==> src/rtl/tos_pkg.sv <==
package tos_pkg;

    localparam int MODE_W = 3;
    localparam int NREF   = 4;
    localparam int REF_W  = $clog2(NREF);

    typedef enum logic [MODE_W-1:0] {
        TM_SWUPD = 3'd0,
        TM_RUN   = 3'd1,
        TM_UPD   = 3'd2,
        TM_C1P   = 3'd3,
        TM_REF1  = 3'd4,
        TM_REF2  = 3'd5,
        TM_REF3  = 3'd6,
        TM_REF4  = 3'd7
    } trig_mode_e;

    typedef struct packed {
        trig_mode_e mode;
        logic       dma_on_upd;
    } tos_cfg_t;

    typedef struct packed {
        logic sw_upd;
        logic slv_rst;
        logic run_bit;
        logic gated;
        logic slv_trig;
        logic upd;
        logic c1_evt;
    } trig_ev_t;

    function automatic logic ref_pick(input logic [NREF-1:0] refs,
                                      input logic [REF_W-1:0] idx);
        return refs[idx];
    endfunction

endpackage

==> src/rtl/tos_cfg_reg.sv <==
module tos_cfg_reg
    import tos_pkg::*;
(
    input  logic                clk,
    input  logic                rst,
    input  logic                we_i,
    input  logic [MODE_W-1:0]   mode_i,
    input  logic                dma_upd_i,
    output tos_cfg_t            cfg_o
);

    always_ff @(posedge clk) begin
        if (rst) begin
            cfg_o.mode       <= TM_SWUPD;
            cfg_o.dma_on_upd <= 1'b0;
        end else if (we_i) begin
            cfg_o.mode       <= trig_mode_e'(mode_i);
            cfg_o.dma_on_upd <= dma_upd_i;
        end
    end


    cfg_load_chk: assert property (@(posedge clk) disable iff (rst)
        we_i |=> (cfg_o.mode == trig_mode_e'($past(mode_i))));

endmodule

==> src/rtl/tos_trig_path.sv <==
module tos_trig_path
    import tos_pkg::*;
(
    input  logic            clk,
    input  logic            rst,
    input  trig_mode_e      mode_i,
    input  logic            ms_sync_i,
    input  trig_ev_t        ev_i,
    input  logic [NREF-1:0] oc_ref_i,
    output logic            trig_o
);

    logic slv_trig_q;
    logic slv_rst_q;
    logic slv_trig_eff;
    logic run_eff;
    logic src;

    // slave trigger resync stage, bypassed in master/slave sync
    assign slv_trig_eff = ms_sync_i ? ev_i.slv_trig : slv_trig_q;
    assign run_eff      = ev_i.run_bit | (ev_i.gated & slv_trig_eff);

    always_comb begin
        unique case (mode_i)
            TM_SWUPD: src = ev_i.sw_upd | slv_rst_q;
            TM_RUN:   src = run_eff;
            TM_UPD:   src = ev_i.upd;
            TM_C1P:   src = ev_i.c1_evt;
            default:  src = ref_pick(oc_ref_i, mode_i[REF_W-1:0]);
        endcase
    end

    always_ff @(posedge clk) begin
        if (rst) begin
            slv_trig_q <= 1'b0;
            slv_rst_q  <= 1'b0;
            trig_o     <= 1'b0;
        end else begin
            slv_trig_q <= ev_i.slv_trig;
            slv_rst_q  <= ev_i.slv_rst;
            trig_o     <= src;
        end
    end


    trig_rst_chk: assert property (@(posedge clk) rst |=> !trig_o);


    swupd_chk: assert property (@(posedge clk) disable iff (rst)
        (mode_i == TM_SWUPD && ev_i.sw_upd) |=> trig_o);


    ms_bypass_chk: assert property (@(posedge clk) disable iff (rst)
        (mode_i == TM_RUN && ms_sync_i && ev_i.gated && ev_i.slv_trig) |=> trig_o);


    upd_chk: assert property (@(posedge clk) disable iff (rst)
        (mode_i == TM_UPD && ev_i.upd) |=> trig_o);


    c1_pulse_chk: assert property (@(posedge clk) disable iff (rst)
        (mode_i == TM_C1P) |=> (trig_o == $past(ev_i.c1_evt)));


    ref_follow_chk: assert property (@(posedge clk) disable iff (rst)
        mode_i[2] |=> (trig_o == $past(oc_ref_i[mode_i[REF_W-1:0]])));

endmodule

==> src/rtl/tos_dma_route.sv <==
module tos_dma_route
    import tos_pkg::*;
#(
    parameter int NCH = 4
)(
    input  logic           clk,
    input  logic           rst,
    input  logic           on_upd_i,
    input  logic           upd_i,
    input  logic [NCH-1:0] cc_evt_i,
    input  logic [NCH-1:0] ack_i,
    output logic [NCH-1:0] req_o
);

    for (genvar i = 0; i < NCH; i++) begin : g_ch
        logic set_ev;
        assign set_ev = on_upd_i ? upd_i : cc_evt_i[i];

        always_ff @(posedge clk) begin
            if (rst)              req_o[i] <= 1'b0;
            else if (set_ev)      req_o[i] <= 1'b1;
            else if (ack_i[i])    req_o[i] <= 1'b0;
        end


        cc_src_chk: assert property (@(posedge clk) disable iff (rst)
            (!on_upd_i && cc_evt_i[i]) |=> req_o[i]);


        upd_src_chk: assert property (@(posedge clk) disable iff (rst)
            (on_upd_i && upd_i) |=> req_o[i]);


        hold_chk: assert property (@(posedge clk) disable iff (rst)
            (req_o[i] && !ack_i[i]) |=> req_o[i]);
    end


    req_rst_chk: assert property (@(posedge clk) rst |=> (req_o == '0));

endmodule

==> src/rtl/tmr_trig_out_sel.sv <==
module tmr_trig_out_sel
    import tos_pkg::*;
#(
    parameter int NCH = 4
)(
    input  logic              clk,
    input  logic              rst,
    input  logic              cfg_we,
    input  logic [2:0]        cfg_mode,
    input  logic              cfg_dma_upd,
    input  logic              ms_sync,
    input  logic              sw_upd_gen,
    input  logic              slv_reset_evt,
    input  logic              run_bit,
    input  logic              slv_gated,
    input  logic              slv_trig,
    input  logic              upd_evt,
    input  logic              ch1_cc_evt,
    input  logic [3:0]        oc_ref,
    input  logic [NCH-1:0]    cc_evt,
    input  logic [NCH-1:0]    dma_ack,
    output logic              trig_out,
    output logic [NCH-1:0]    dma_req
);

    tos_cfg_t cfg_q;
    trig_ev_t ev;

    assign ev.sw_upd   = sw_upd_gen;
    assign ev.slv_rst  = slv_reset_evt;
    assign ev.run_bit  = run_bit;
    assign ev.gated    = slv_gated;
    assign ev.slv_trig = slv_trig;
    assign ev.upd      = upd_evt;
    assign ev.c1_evt   = ch1_cc_evt;

    tos_cfg_reg u_cfg (
        .clk       (clk),
        .rst       (rst),
        .we_i      (cfg_we),
        .mode_i    (cfg_mode),
        .dma_upd_i (cfg_dma_upd),
        .cfg_o     (cfg_q)
    );

    tos_trig_path u_trig (
        .clk       (clk),
        .rst       (rst),
        .mode_i    (cfg_q.mode),
        .ms_sync_i (ms_sync),
        .ev_i      (ev),
        .oc_ref_i  (oc_ref),
        .trig_o    (trig_out)
    );

    tos_dma_route #(.NCH(NCH)) u_dma (
        .clk      (clk),
        .rst      (rst),
        .on_upd_i (cfg_q.dma_on_upd),
        .upd_i    (upd_evt),
        .cc_evt_i (cc_evt),
        .ack_i    (dma_ack),
        .req_o    (dma_req)
    );

endmodule

==> config.mk <==
export PLATFORM = sky130hd
export DESIGN_NAME = tmr_trig_out_sel
export DESIGN_NICKNAME = d
export VERILOG_FILES = /design/src/rtl/tos_pkg.sv /design/src/rtl/tos_cfg_reg.sv /design/src/rtl/tos_trig_path.sv /design/src/rtl/tos_dma_route.sv /design/src/rtl/tmr_trig_out_sel.sv
export SDC_FILE = /design/constraint.sdc
export NUM_CORES = 1
export LEC_CHECK = 0
export ABC_AREA = 0
export CORE_MARGIN = 2
export CORE_UTILIZATION = 33
export DETAILED_ROUTE_END_ITERATION = 6
export PLACE_DENSITY = 0.75
export SYNTH_ARGS = -nofsm -noshare
export SYNTH_HDL_FRONTEND = slang
export SYNTH_SLANG_ARGS = --single-unit
==> constraint.sdc <==
create_clock -name clk -period 1.6 [get_ports clk]
set_clock_uncertainty 0.1 [all_clocks]
set_input_delay 0.32 -clock clk [delete_from_list [all_inputs] [get_ports clk]]
set_output_delay 0.32 -clock clk [all_outputs]
set_load 0.03 [all_outputs]
==> impl_metrics.yaml <==
status:
  outcome: "finished, final reports clean"
critical_path:
  cell_class_contributing_the_biggest_share_of_worst_path_delay: "compound AO/OA/AOI/OAI gates"
  worst_path_largest_cell_delay_ns: 0.46
  start_kind: "input port"
  critical_path.n_buffers_inverters: 1
  worst_ep_required_time_ns: 1.67
  crit_path_cell_trace: "clkdlybuf4s50_1 -> nor3_1 -> o32a_1 -> a2111oi_2"
  element_type_at_the_critical_path_end: "flip-flop"
  arrival_ns: 1.50
  crit_path_top_delay_cell: "clkdlybuf4s50_1"
  worstPathMaxFanout: 1
  worstSetupPathType: "input port to flip-flop"
clock_tree:
  insertion_delay_ns: 0.27
  max-clock-path-buffers: 2
  tritoncts: "done"
  library_cell_used_as_clock_root_buffer: "clkbuf_4"
  tritoncts.num_buffers: 3
  cts.reportedPaths.clkPinSlew_ns: 0.06
  hold_buffers: 0
  cts_max_level: 1
  cts.repair.resized: 5
  cts_setup_buffers: 0
  clock-sinks: 11
yosys:
  syn-num-nets: 75
  yosys-top-cells-count: "11 x dfxtp_1, 8 x nand2b_1, 6 x mux2i_1"
  yosys-top-cells-area: "dfxtp_1 46%, mux2i_1 12%, nand2b_1 10%, a31oi_1 5.2%, mux2_2 4.7%"
  synth-edff-count: 0
  synth_ff_type: "dfxtp_1"
  synthAdderAreaFrac_pct: 0
  syn-instance-count: 48
  post_synth_mux_area_share_pct: 17.1
  synth.distinct_cells: 17
  ys_warn_count: 0
  synth_async_sr_flop_share_pct: 0
  synth-seq-cells: 11
  main_combinational_cell_family_by_area_after_synthesis: "simple AND/OR/NAND/NOR gates"
  synthesized_area_fraction_occupied_by_ao_oa_aoi_and_oai_cells_pct: 11.4
  most_frequent_cell_after_synthesis: "dfxtp_1"
  synth_top_cell_area_share_pct: 45.6
  postSynthAreaPerCell_um2: 10.1
  synth_xor_area_share_pct: 0
  synth_sequential_area_ratio_pct: 45.6
  synthDominantAreaCellType: "dfxtp_1"
  synthesis.area_um2: 483
  post_synth_and_or_nand_nor_area_fraction_pct: 24.4
placement:
  place.detailed.instances: 92
  post-dp-hpwl_um: 894
  place.gp.congestion: 0.733
  placed_area_um2: 805
  numPortBuffers: 31
global_routing:
  grt_use_total_pct: 13.1
  grt_antenna_before_repair: 0
  vias_in_the_first_global_route: 382
  grt_max_degree: 12
  total_global_routing_overflow: 0
  first_pass_grt_wire_length_mm: 1.68
floorplanning:
  rows: 13
  fp.dieW_um: 42.3
  dieArea_um2: 1790
  fp.dieH_um: 42.3
  coreArea_um2: 1330
  start_util_pct: 36.2
  design.portCount: 32
finish:
  nNetsFinal: 109
  filler_cell_count: 118
  antennaDiodeCount: 0
  fraction_of_layout_instances_using_a_drive_strength_above_1_pct: 9.88
  utilization_pct: 61.8
  post_layout_nonfiller_instances: 96
  finish.instance_area_um2: 825
  syn2layout_area_growth_pct: 70.7
timing:
  fmax_ghz: 0.700
  unrepaired_setup_endpoints_after_global_routing: "false"
  worst_slew_margin_rel_pct: 69.6
  maxSlewViolCount: 0
  tightestPinTransition_ns: 0.454
  final.period_utilization_pct: 89.3
  report.final.setup_viol: 0
  hold_viol_final: 0
  period_needed_ns: 1.43
detailed_routing:
  drt_iter0_markers: 3
  remaining_drc_errors: 0
  detail-route-antenna-nets: 0
  drt_first_pass_iters: 4
  routed_wl_mm: 1.13
  detail_route.wl_per_cell_um: 11.8
  vias_per_cell: 4.80
  route.vias.total: 461
power:
  ir_worst_vdd_mv: 0.437
  pleak_nw: 0.335
  total_power_uw: 643
  cellPowerDensity_nw_per_um2: 780
run:
  max_cap_violations: 0
hold_path:
  worstHoldPathType: "flip-flop to flip-flop"
-- placed cells by master (no fill, tap or decap) --
cell,synthesis,final
nand3b_1,1,1
nor3b_1,1,1
nor2b_1,2,2
and3_2,1,1
o32a_1,1,1
nor2b_2,1,1
clkdlybuf4s50_1,0,26
clkbuf_1,2,1
a2111oi_2,1,1
mux2i_1,6,6
a21oi_1,1,1
nand2b_1,8,8
nor3_1,1,1
clkbuf_4,0,3
nand2_1,1,1
a31oi_1,4,4
dlygate4sd2_1,0,5
dfxtp_1,11,11
nor2_1,4,4
mux2_2,2,2
-- power by group --
part           internal (mW)  switching, mW  leakage [nW]
logic                 0.0957         0.0560         0.229
registers              0.294         0.0130        0.0915
clock network         0.0967         0.0883        0.0150
total                  0.486          0.157         0.335
-- layer usage --
metal | vias to the layer above | wire [µm] | GRT usage, %
met5 | - | 0 | 0
li1 | 235 | - | -
met3 | 2 | 105 | 7.33
met2 | 21 | 502 | 19.1
met1 | 203 | 505 | 14.9
met4 | 0 | 14 | 7.50
-- cells by family after synthesis --
| kind of cell | Yosys count |
|---|---|
| AOI/OAI and AO/OA | 7 |
| buffers and inverters | 2 |
| DFF | 11 |
| muxes | 8 |
| and+or+nand+nor | 20 |
-- tightest hold or removal path, cell delays in order, from the launching register on --
cell and delay (ns):
dfxtp_1 0.31, nand2b_1 0.06, a31oi_1 0.08
-- sequential cells by signal (all words and copies together), names as in the netlist --
name,flops
u_trig.slv_rst_q,1
u_trig.trig_o,1
u_cfg.cfg_o,4
u_trig.slv_trig_q,1
u_dma.req_o,4
-- worst paths after layout --
path,start,endpoint,slack (ns),cells past startpoint
min,u_dma.req_o[2],u_dma.req_o[2],0.40,2
min reg2reg,u_dma.req_o[2],u_dma.req_o[2],0.40,2
max,sw_upd_gen,u_trig.trig_o,0.17,4
max reg2reg,u_cfg.cfg_o[1],u_trig.trig_o,0.20,3
-- metrics by stage --
step                setup WS (ns)  hold WS, ns  TNS [ns]
floorplan                   0.293        0.289         0
global placement          -0.0945        0.387   -0.0945
detailed placement         -0.112        0.393    -0.112
CTS                         0.164        0.407         0
global route                0.122        0.433         0
finish                      0.171        0.401         0
-- final cells by class --
type,count,area [µm²],share of cell area [%]
Clock buffer,4,26.3,3.19
Multi-Input combinational cell,35,255,31.0
Sequential cell,11,220,26.7
Tap cell,15,18.8,2.28
Timing Repair Buffer,31,304,36.9
(Power assumes the default switching activity.)
